===== config.mk =====
export PLATFORM = sky130hd
export DESIGN_NAME = pwr_rst_ctrl
export DESIGN_NICKNAME = d
export VERILOG_FILES = /design/src/rtl/pmc_pkg.sv /design/src/rtl/pmc_pin_sync.sv /design/src/rtl/pmc_rst_qual.sv /design/src/rtl/pmc_mode_ctrl.sv /design/src/rtl/pwr_rst_ctrl.sv
export SDC_FILE = /design/constraint.sdc
export NUM_CORES = 1
export LEC_CHECK = 0
export CORE_AREA = 2 2 39 41
export CTS_BUF_LIST = sky130_fd_sc_hd__clkbuf_8
export DETAILED_ROUTE_END_ITERATION = 8
export DIE_AREA = 0 0 41 43
export PLACE_DENSITY = 0.66
export SETUP_SLACK_MARGIN = 0.05
export SYNTH_ARGS = -nofsm -noshare
export SYNTH_HDL_FRONTEND = slang
export SYNTH_SLANG_ARGS = --single-unit

===== constraint.sdc =====
create_clock -name clk_i -period 2 [get_ports clk_i]
set_input_delay 0.6 -clock clk_i [delete_from_list [all_inputs] [get_ports clk_i]]
set_output_delay 0.6 -clock clk_i [all_outputs]
set_load 0.02 [all_outputs]

===== src/rtl/pmc_pkg.sv =====
package pmc_pkg;
  typedef enum logic [1:0] {
    MODE_RUN  = 2'd0,
    MODE_IDLE = 2'd1,
    MODE_PD   = 2'd2
  } pmc_mode_e;
endpackage


===== src/rtl/pmc_pin_sync.sv =====
module pmc_pin_sync #(
  parameter int STAGES = 2
) (
  input  logic clk_i,
  input  logic rst_ni,
  input  logic d_i,
  output logic q_o
);
  logic [STAGES-1:0] sh_q;

  always_ff @(posedge clk_i or negedge rst_ni) begin
    if (!rst_ni) sh_q <= '0;
    else         sh_q <= {sh_q[STAGES-2:0], d_i};
  end

  assign q_o = sh_q[STAGES-1];
endmodule


===== src/rtl/pmc_rst_qual.sv =====
module pmc_rst_qual #(
  parameter int QUAL_CYC = 24,
  localparam int CNT_W = $clog2(QUAL_CYC + 1)
) (
  input  logic             clk_i,
  input  logic             rst_ni,
  input  logic             pin_s_i,
  input  logic             osc_run_i,
  output logic             int_rst_o,
  output logic [CNT_W-1:0] cnt_o
);
  localparam logic [CNT_W-1:0] CntMax = CNT_W'(QUAL_CYC);

  logic [CNT_W-1:0] cnt_q;

  // counts only while the oscillator runs; any low sample restarts the window
  always_ff @(posedge clk_i or negedge rst_ni) begin
    if (!rst_ni)                         cnt_q <= '0;
    else if (!pin_s_i)                   cnt_q <= '0;
    else if (osc_run_i && cnt_q != CntMax) cnt_q <= cnt_q + 1'b1;
  end

  assign int_rst_o = (cnt_q == CntMax);
  assign cnt_o     = cnt_q;
endmodule


===== src/rtl/pmc_mode_ctrl.sv =====
module pmc_mode_ctrl
  import pmc_pkg::*;
#(
  parameter int DATA_W   = 8,
  parameter int IDLE_BIT = 0,
  parameter int PD_BIT   = 1
) (
  input  logic              clk_i,
  input  logic              rst_ni,
  input  logic              int_rst_i,
  input  logic              we_i,
  input  logic [DATA_W-1:0] wdata_i,
  input  logic              irq_i,
  output pmc_mode_e         mode_o,
  output logic              idle_o,
  output logic              pd_o
);
  logic idle_q, pd_q;

  always_ff @(posedge clk_i or negedge rst_ni) begin
    if (!rst_ni) begin
      idle_q <= 1'b0;
      pd_q   <= 1'b0;
    end else if (int_rst_i) begin
      idle_q <= 1'b0;
      pd_q   <= 1'b0;
    end else if (we_i && !idle_q && !pd_q) begin
      // a stalled CPU cannot write, so writes count only in run mode
      idle_q <= wdata_i[IDLE_BIT];
      pd_q   <= wdata_i[PD_BIT];
    end else if (idle_q && !pd_q && irq_i) begin
      idle_q <= 1'b0;
    end
  end

  always_comb begin
    if (pd_q)        mode_o = MODE_PD;
    else if (idle_q) mode_o = MODE_IDLE;
    else             mode_o = MODE_RUN;
  end

  assign idle_o = idle_q;
  assign pd_o   = pd_q;
endmodule


===== src/rtl/pwr_rst_ctrl.sv =====
module pwr_rst_ctrl
  import pmc_pkg::*;
#(
  parameter int DATA_W     = 8,
  parameter int OSC_PER_MC = 12,
  parameter int RST_MC     = 2,
  parameter int SYNC_STG   = 2,
  parameter int IDLE_BIT   = 0,
  parameter int PD_BIT     = 1
) (
  input  logic              clk_i,
  input  logic              rst_ni,
  input  logic              rst_pin_i,
  input  logic              ctl_we_i,
  input  logic [DATA_W-1:0] ctl_wdata_i,
  input  logic              irq_pend_i,
  output logic              cpu_clk_en_o,
  output logic              per_clk_en_o,
  output logic              osc_run_o,
  output logic              int_rst_o
);
  localparam int QUAL_CYC = OSC_PER_MC * RST_MC;
  localparam int CNT_W    = $clog2(QUAL_CYC + 1);

  logic             pin_s;
  logic             int_rst;
  logic [CNT_W-1:0] qual_cnt;
  pmc_mode_e        mode;
  logic             idle_bit, pd_bit;

  pmc_pin_sync #(.STAGES(SYNC_STG)) u_sync (
    .clk_i  (clk_i),
    .rst_ni (rst_ni),
    .d_i    (rst_pin_i),
    .q_o    (pin_s)
  );

  pmc_rst_qual #(.QUAL_CYC(QUAL_CYC)) u_qual (
    .clk_i     (clk_i),
    .rst_ni    (rst_ni),
    .pin_s_i   (pin_s),
    .osc_run_i (osc_run_o),
    .int_rst_o (int_rst),
    .cnt_o     (qual_cnt)
  );

  pmc_mode_ctrl #(
    .DATA_W   (DATA_W),
    .IDLE_BIT (IDLE_BIT),
    .PD_BIT   (PD_BIT)
  ) u_mode (
    .clk_i     (clk_i),
    .rst_ni    (rst_ni),
    .int_rst_i (int_rst),
    .we_i      (ctl_we_i),
    .wdata_i   (ctl_wdata_i),
    .irq_i     (irq_pend_i),
    .mode_o    (mode),
    .idle_o    (idle_bit),
    .pd_o      (pd_bit)
  );

  // reset forces every clock on; a high pin restarts the oscillator so it can be qualified
  assign cpu_clk_en_o = int_rst || (mode == MODE_RUN);
  assign per_clk_en_o = int_rst || (mode != MODE_PD);
  assign osc_run_o    = int_rst || pin_s || (mode != MODE_PD);
  assign int_rst_o    = int_rst;
endmodule


# Word level (Yosys, flattened, before mapping)
# Cells that the tools add are included.
# W data, S select, Z words.
[word_totals]
in_bits = 13
out_inout_bits = 4
ff_bits = 9
word_cells = 32
[classes]
eq_ne = 4
add_sub_neg = 1
muxes = 9
n_reduce_logical = 14
[ops]
columns = ["op", "count"]
rows = [
  ["$mux W5", 2],
  ["$mux W1", 6],
  ["$add A5 B1 Y5 const B", 1],
  ["$eq A5 B5 Y1 const B", 1],
  ["$logic_and A1 B1 Y1", 5],
  ["$ne A5 B5 Y1 const B", 1],
  ["$logic_or A1 B1 Y1", 4],
  ["$reduce_bool A3 Y1", 1],
  ["$logic_not A1 Y1", 2],
  ["$logic_not A2 Y1", 1],
  ["$mux W2", 1],
  ["$ne A2 B1 Y1 const B", 1],
  ["$ne A2 B2 Y1 const B", 1],
  ["$reduce_bool A2 Y1", 1],
]

# Longest topological paths before layout
# Gate-level depths: netlist of the first run.
[logic_depth]
word_depth = 7
ltp_mapped = 6
ltp_nobuf = 6

# By module
# A second synthesis of the first run with hierarchy kept.
[hier_totals]
hier_cells = 43
area_unflattened_um2 = 454.2
[modules_own_cells]
columns = ["module", "cells_each", "n_inst", "seq_area_each_um2", "area_each_um2"]
rows = [
  ["pmc_rst_qual", 27, 1, 125.1, 275.3],
  ["pmc_mode_ctrl", 11, 1, 50.0, 102.6],
  ["pmc_pin_sync", 2, 1, 50.0, 50.0],
  ["pwr_rst_ctrl", 3, 1, 0.0, 26.3],
]

# Worst setup path before layout of the first run
# No wires, ideal clock.
[synth_timing]
path_type = "reg-to-output"
start = "register u_qual.cnt_q[0] (netlist: u_qual.cnt_o[0])"
end = "output osc_run_o"
path_buffers = 0
t_arrival_ps = 1240
t_required_ps = 1400
path_slack_ps = 160
path_stages_with_launch = 6
cell_sequence = "dfrtp_1 > inv_1 > ha_1 > nand4b_4 > nand2_1 > or2_1"
[synth_via]
elab_chain_len = 3
[synth_lines]
columns = ["item", "line_no", "source"]
rows = [
  ["start, declared", "pmc_rst_qual.sv:14", "logic [CNT_W-1:0] cnt_q;"],
  ["start signal, assigned", "pmc_rst_qual.sv:20", "else if (osc_run_i && cnt_q != CntMax) cnt_q <= cnt_q + 1'b1;"],
  ["$eq A5 B5 Y1", "pmc_rst_qual.sv:23", "assign int_rst_o = (cnt_q == CntMax);"],
  ["$logic_or A1 B1 Y1 (2 in a row)", "pwr_rst_ctrl.sv:66", "assign osc_run_o = int_rst || pin_s || (mode != MODE_PD);"],
  ["end, declared", "pwr_rst_ctrl.sv:19", "output logic osc_run_o,"],
]
# No other way between the ends.

# Final worst setup path of the first run
# Ends and elaborated chain as after synthesis.

==> results of run 1 <==
-- worst max-delay path, cell delays in order, from the launching register on --
cell	delay [ns]
dfrtp_1	0.36
inv_2	0.06
ha_4	0.16
nand4b_4	0.10
nand2_2	0.05
or2_1	0.24
buf_6	0.13
-- power breakdown --
group | leakage, nW | internal (mW) | switching (mW)
combinational | 0.207 | 0.0394 | 0.0307
clock | 0.0255 | 0.136 | 0.0751
sequential | 0.112 | 0.198 | 0.00957
-- area by class of cell --
class                           count  share of cell area, %
Timing Repair Buffer               19                   23.5
Clock inverter                      1                  0.763
Sequential cell                     9                   34.4
Inverter                            5                   2.86
Tap cell                           16                   3.05
Clock buffer                        3                   6.30
Multi-Input combinational cell     25                   29.2
-- logic make-up after synthesis --
group                    synth area share (%)
adder cells (fa/ha/maj)                  5.95
XOR/XNOR                                 6.25
buffers and inverters                    4.46
AO/OA/AOI/OAI                            5.06
AND/OR/NAND/NOR                          24.7
flip-flops                               53.6
-- Yosys cell counts --
| library cell | n |
|---|---|
| and3_2 | 1 |
| nand2_1 | 4 |
| or2_1 | 1 |
| ha_1 | 2 |
| xnor2_1 | 2 |
| nand4b_1 | 1 |
| and3_1 | 1 |
| and2_1 | 2 |
| nand4b_4 | 1 |
| nor2_1 | 1 |
| a31oi_1 | 1 |
| xor2_1 | 1 |
| dfrtp_1 | 9 |
| inv_2 | 1 |
| a21oi_1 | 1 |
| inv_1 | 4 |
| nand3_1 | 4 |
| o21ai_0 | 2 |
-- how the worst min path moves through the flow --
stage               slack, ns  depth (start not counted)             end            from
floorplan                0.30                          0   u_mode.idle_o          rst_ni
global placement         0.34                          0  u_sync.sh_q[1]  u_sync.sh_q[0]
detailed placement       0.35                          0  u_sync.sh_q[1]  u_sync.sh_q[0]
CTS                      0.36                          0  u_sync.sh_q[1]  u_sync.sh_q[0]
global route             0.36                          0  u_sync.sh_q[1]  u_sync.sh_q[0]
finish                   0.35                          0  u_sync.sh_q[1]  u_sync.sh_q[0]
-- layout by cell type, fill, tap and decap left out, drive strengths merged, types with 2 or more instances in the layout --
master	synthesis	final
nand2	4	4
dfrtp	9	9
o21ai	2	2
ha	2	2
xnor2	2	2
nand3	4	4
and3	2	2
clkbuf	0	3
and2	2	2
inv	5	5
clkdlybuf4s50	0	6
buf	0	13
nand4b	2	2
-- state kept, by name, indices dropped and copies added (netlist names) --
name / count
u_sync.sh_q: 2
u_mode.pd_o: 1
u_qual.cnt_o: 5
u_mode.idle_o: 1
-- routing by layer --
layer,track usage [%],part of all wire [%],vias up
met5,0,0,-
met4,6.00,0,0
met3,4.71,4.9,0
met1,15.3,47,158
met2,16.3,48,8
li1,-,-,176
-- repair_timing --
| item | in CTS | in global routing |
|---|---|---|
| setup buffers | 0 | 2 |
| pin swaps | 0 | 3 |
| gates resized for setup | 18 | 6 |
| endpoints found under the setup margin | 4 | 2 |
==> out/metrics.csv, run 1 <==
stage;metric;value;unit
critical_path;r2r endpoint;u_qual.cnt_o[2];
yosys;leading area contributor after synthesis;dfrtp_1;
detailed_routing;ANT nets after route;0;
floorplan;io pins;17;
floorplan;FP Rows;14;
critical_path;CP max FO;3;
timing;fmax;517;MHz
timing;fin crit share;96.7;%
floorplan;core area;1380;µm²
clocking;H-tree Lvls;1;
detailed_routing;1st-iter DRT viols;7;
clocking;Clock Root Buffer;clkbuf_8;
clocking;total CTS buffers;3;
yosys;Mean Syn Cell Area;10.8;µm²
critical_path;nature of the critical path startpoint;flop;
power;PnR Total Power;489;µW
global_routing;vias in the first global route;314;
global_routing;first-pass GRT wire length;1.34;mm
global_routing;largest net degree at the start of global routing;10;
power;Leak;0.345;nW
placement;HPWL after DPL;612;µm
timing;Sum Neg Setup Slack;0;ns
finish;Design Area, Final;656;µm²
finish;multi-input logic area;191;µm²
yosys;main area contributors after synthesis;dfrtp_1, ha_1, nand4b_4;
critical_path;Setup crit end kind;primary output;
yosys;mapped cell area;420;µm²
timing;Clock Skew;0.000892;ns
timing;final hold viol count;0;
yosys;#FFs+latches synth;9;
finish;area grow syn2layout;56.0;%
critical_path;setup slack, reg-to-reg;0.57;ns
yosys;syn nets;54;
global_routing;gr ovfl total;0;
finish;post-layout util;47.4;%
placement;Placed Area;593;µm²
placement;Place WS;-0.165;ns
timing;fin. max-slew vios;0;
detailed_routing;DRT Wirelength;837;µm
placement;GP Congestion;0.670;
timing;Least-Margin Pin Slew;0.419;ns
placement;placed cell count;72;
finish;share of cells above drive strength 1;38.7;%
clocking;hold_buf cts;0;
detailed_routing;Via density;4.38;
finish;nets;78;
yosys;Mapped Cells;39;
clocking;Clock Sinks;9;
clocking;Max Buffers Root-to-Sink;2;
critical_path;R2R depth;7;
floorplan;full die area;1760;µm²
timing;final worst setup slack;0.0661;ns
hold_path;worst hold path class;reg2reg;
clocking;insertion delay to the later sink of the worst-skew pair;0.23;ns
timing;unrepaired setup endpoints after global routing;yes;
finish;Cell Count, Final, Fillers Out;78;
detailed_routing;drt drc;0;
critical_path;CP arrival;1.33;ns
detailed_routing;DR WL/cell;10.7;µm
critical_path;Reg-to-Reg Start;u_qual.cnt_o[0];
yosys;YS warnings;0;
power;peak supply drop;0.000319;V
timing;Setup violations, final;0;
power;Power Density;746;nW/µm²
global_routing;antenna violations before repair;0;
timing;worst hold slack;0.351;ns
yosys;Yosys top cell area share;53.6;%
placement;PortBufs;10;
detailed_routing;Via Count;342;
floorplan;overall die height;43;µm
finish;register area;225;µm²
global_routing;Total Routing Usage GR;11.8;%
critical_path;CP endpoint;osc_run_o;
floorplan;Die W;41;µm
critical_path;critical path class;reg2out;
clocking;Reg clk slew, reported paths;0.05;ns
detailed_routing;TritonRoute pass-1 iters;2;
yosys;register area share after synthesis;53.6;%
timing;Max-slew headroom;72.0;%
floorplan;Initial Util;30.4;%
critical_path;Worst Path Required;1.40;ns
timing;fin crit period;1.93;ns
clocking;CTS tree;built;
run_status;status;finished clean;
finish;n_diodes;0;
yosys;Synth cell types;18;
job;Max-Cap Viols;0;
finish;Filler cells;133;
critical_path;Worst setup startpoint;u_qual.cnt_o[0];
No activity file was read; power rests on OpenSTA's default activity.
==> run 2, diff against run 1 <==
--- a/config.mk
+++ b/config.mk
@@ -7,6 +7,7 @@
 export LEC_CHECK = 0
 export CORE_AREA = 2 2 39 41
 export CTS_BUF_LIST = sky130_fd_sc_hd__clkbuf_8
+export CTS_CLUSTER_SIZE = 24
 export DETAILED_ROUTE_END_ITERATION = 8
 export DIE_AREA = 0 0 41 43
 export PLACE_DENSITY = 0.66
==> results of run 2 <==
No change in the layout: final DEF, timing and power equal those of run 1.
==> run 3, diff against run 2 <==
--- a/config.mk
+++ b/config.mk
@@ -12,6 +12,7 @@
 export DIE_AREA = 0 0 41 43
 export PLACE_DENSITY = 0.66
 export SETUP_SLACK_MARGIN = 0.05
+export SKIP_LAST_GASP = 1
 export SYNTH_ARGS = -nofsm -noshare
 export SYNTH_HDL_FRONTEND = slang
 export SYNTH_SLANG_ARGS = --single-unit
==> results of run 3 <==
No change in the layout: final DEF, timing and power equal those of run 1.
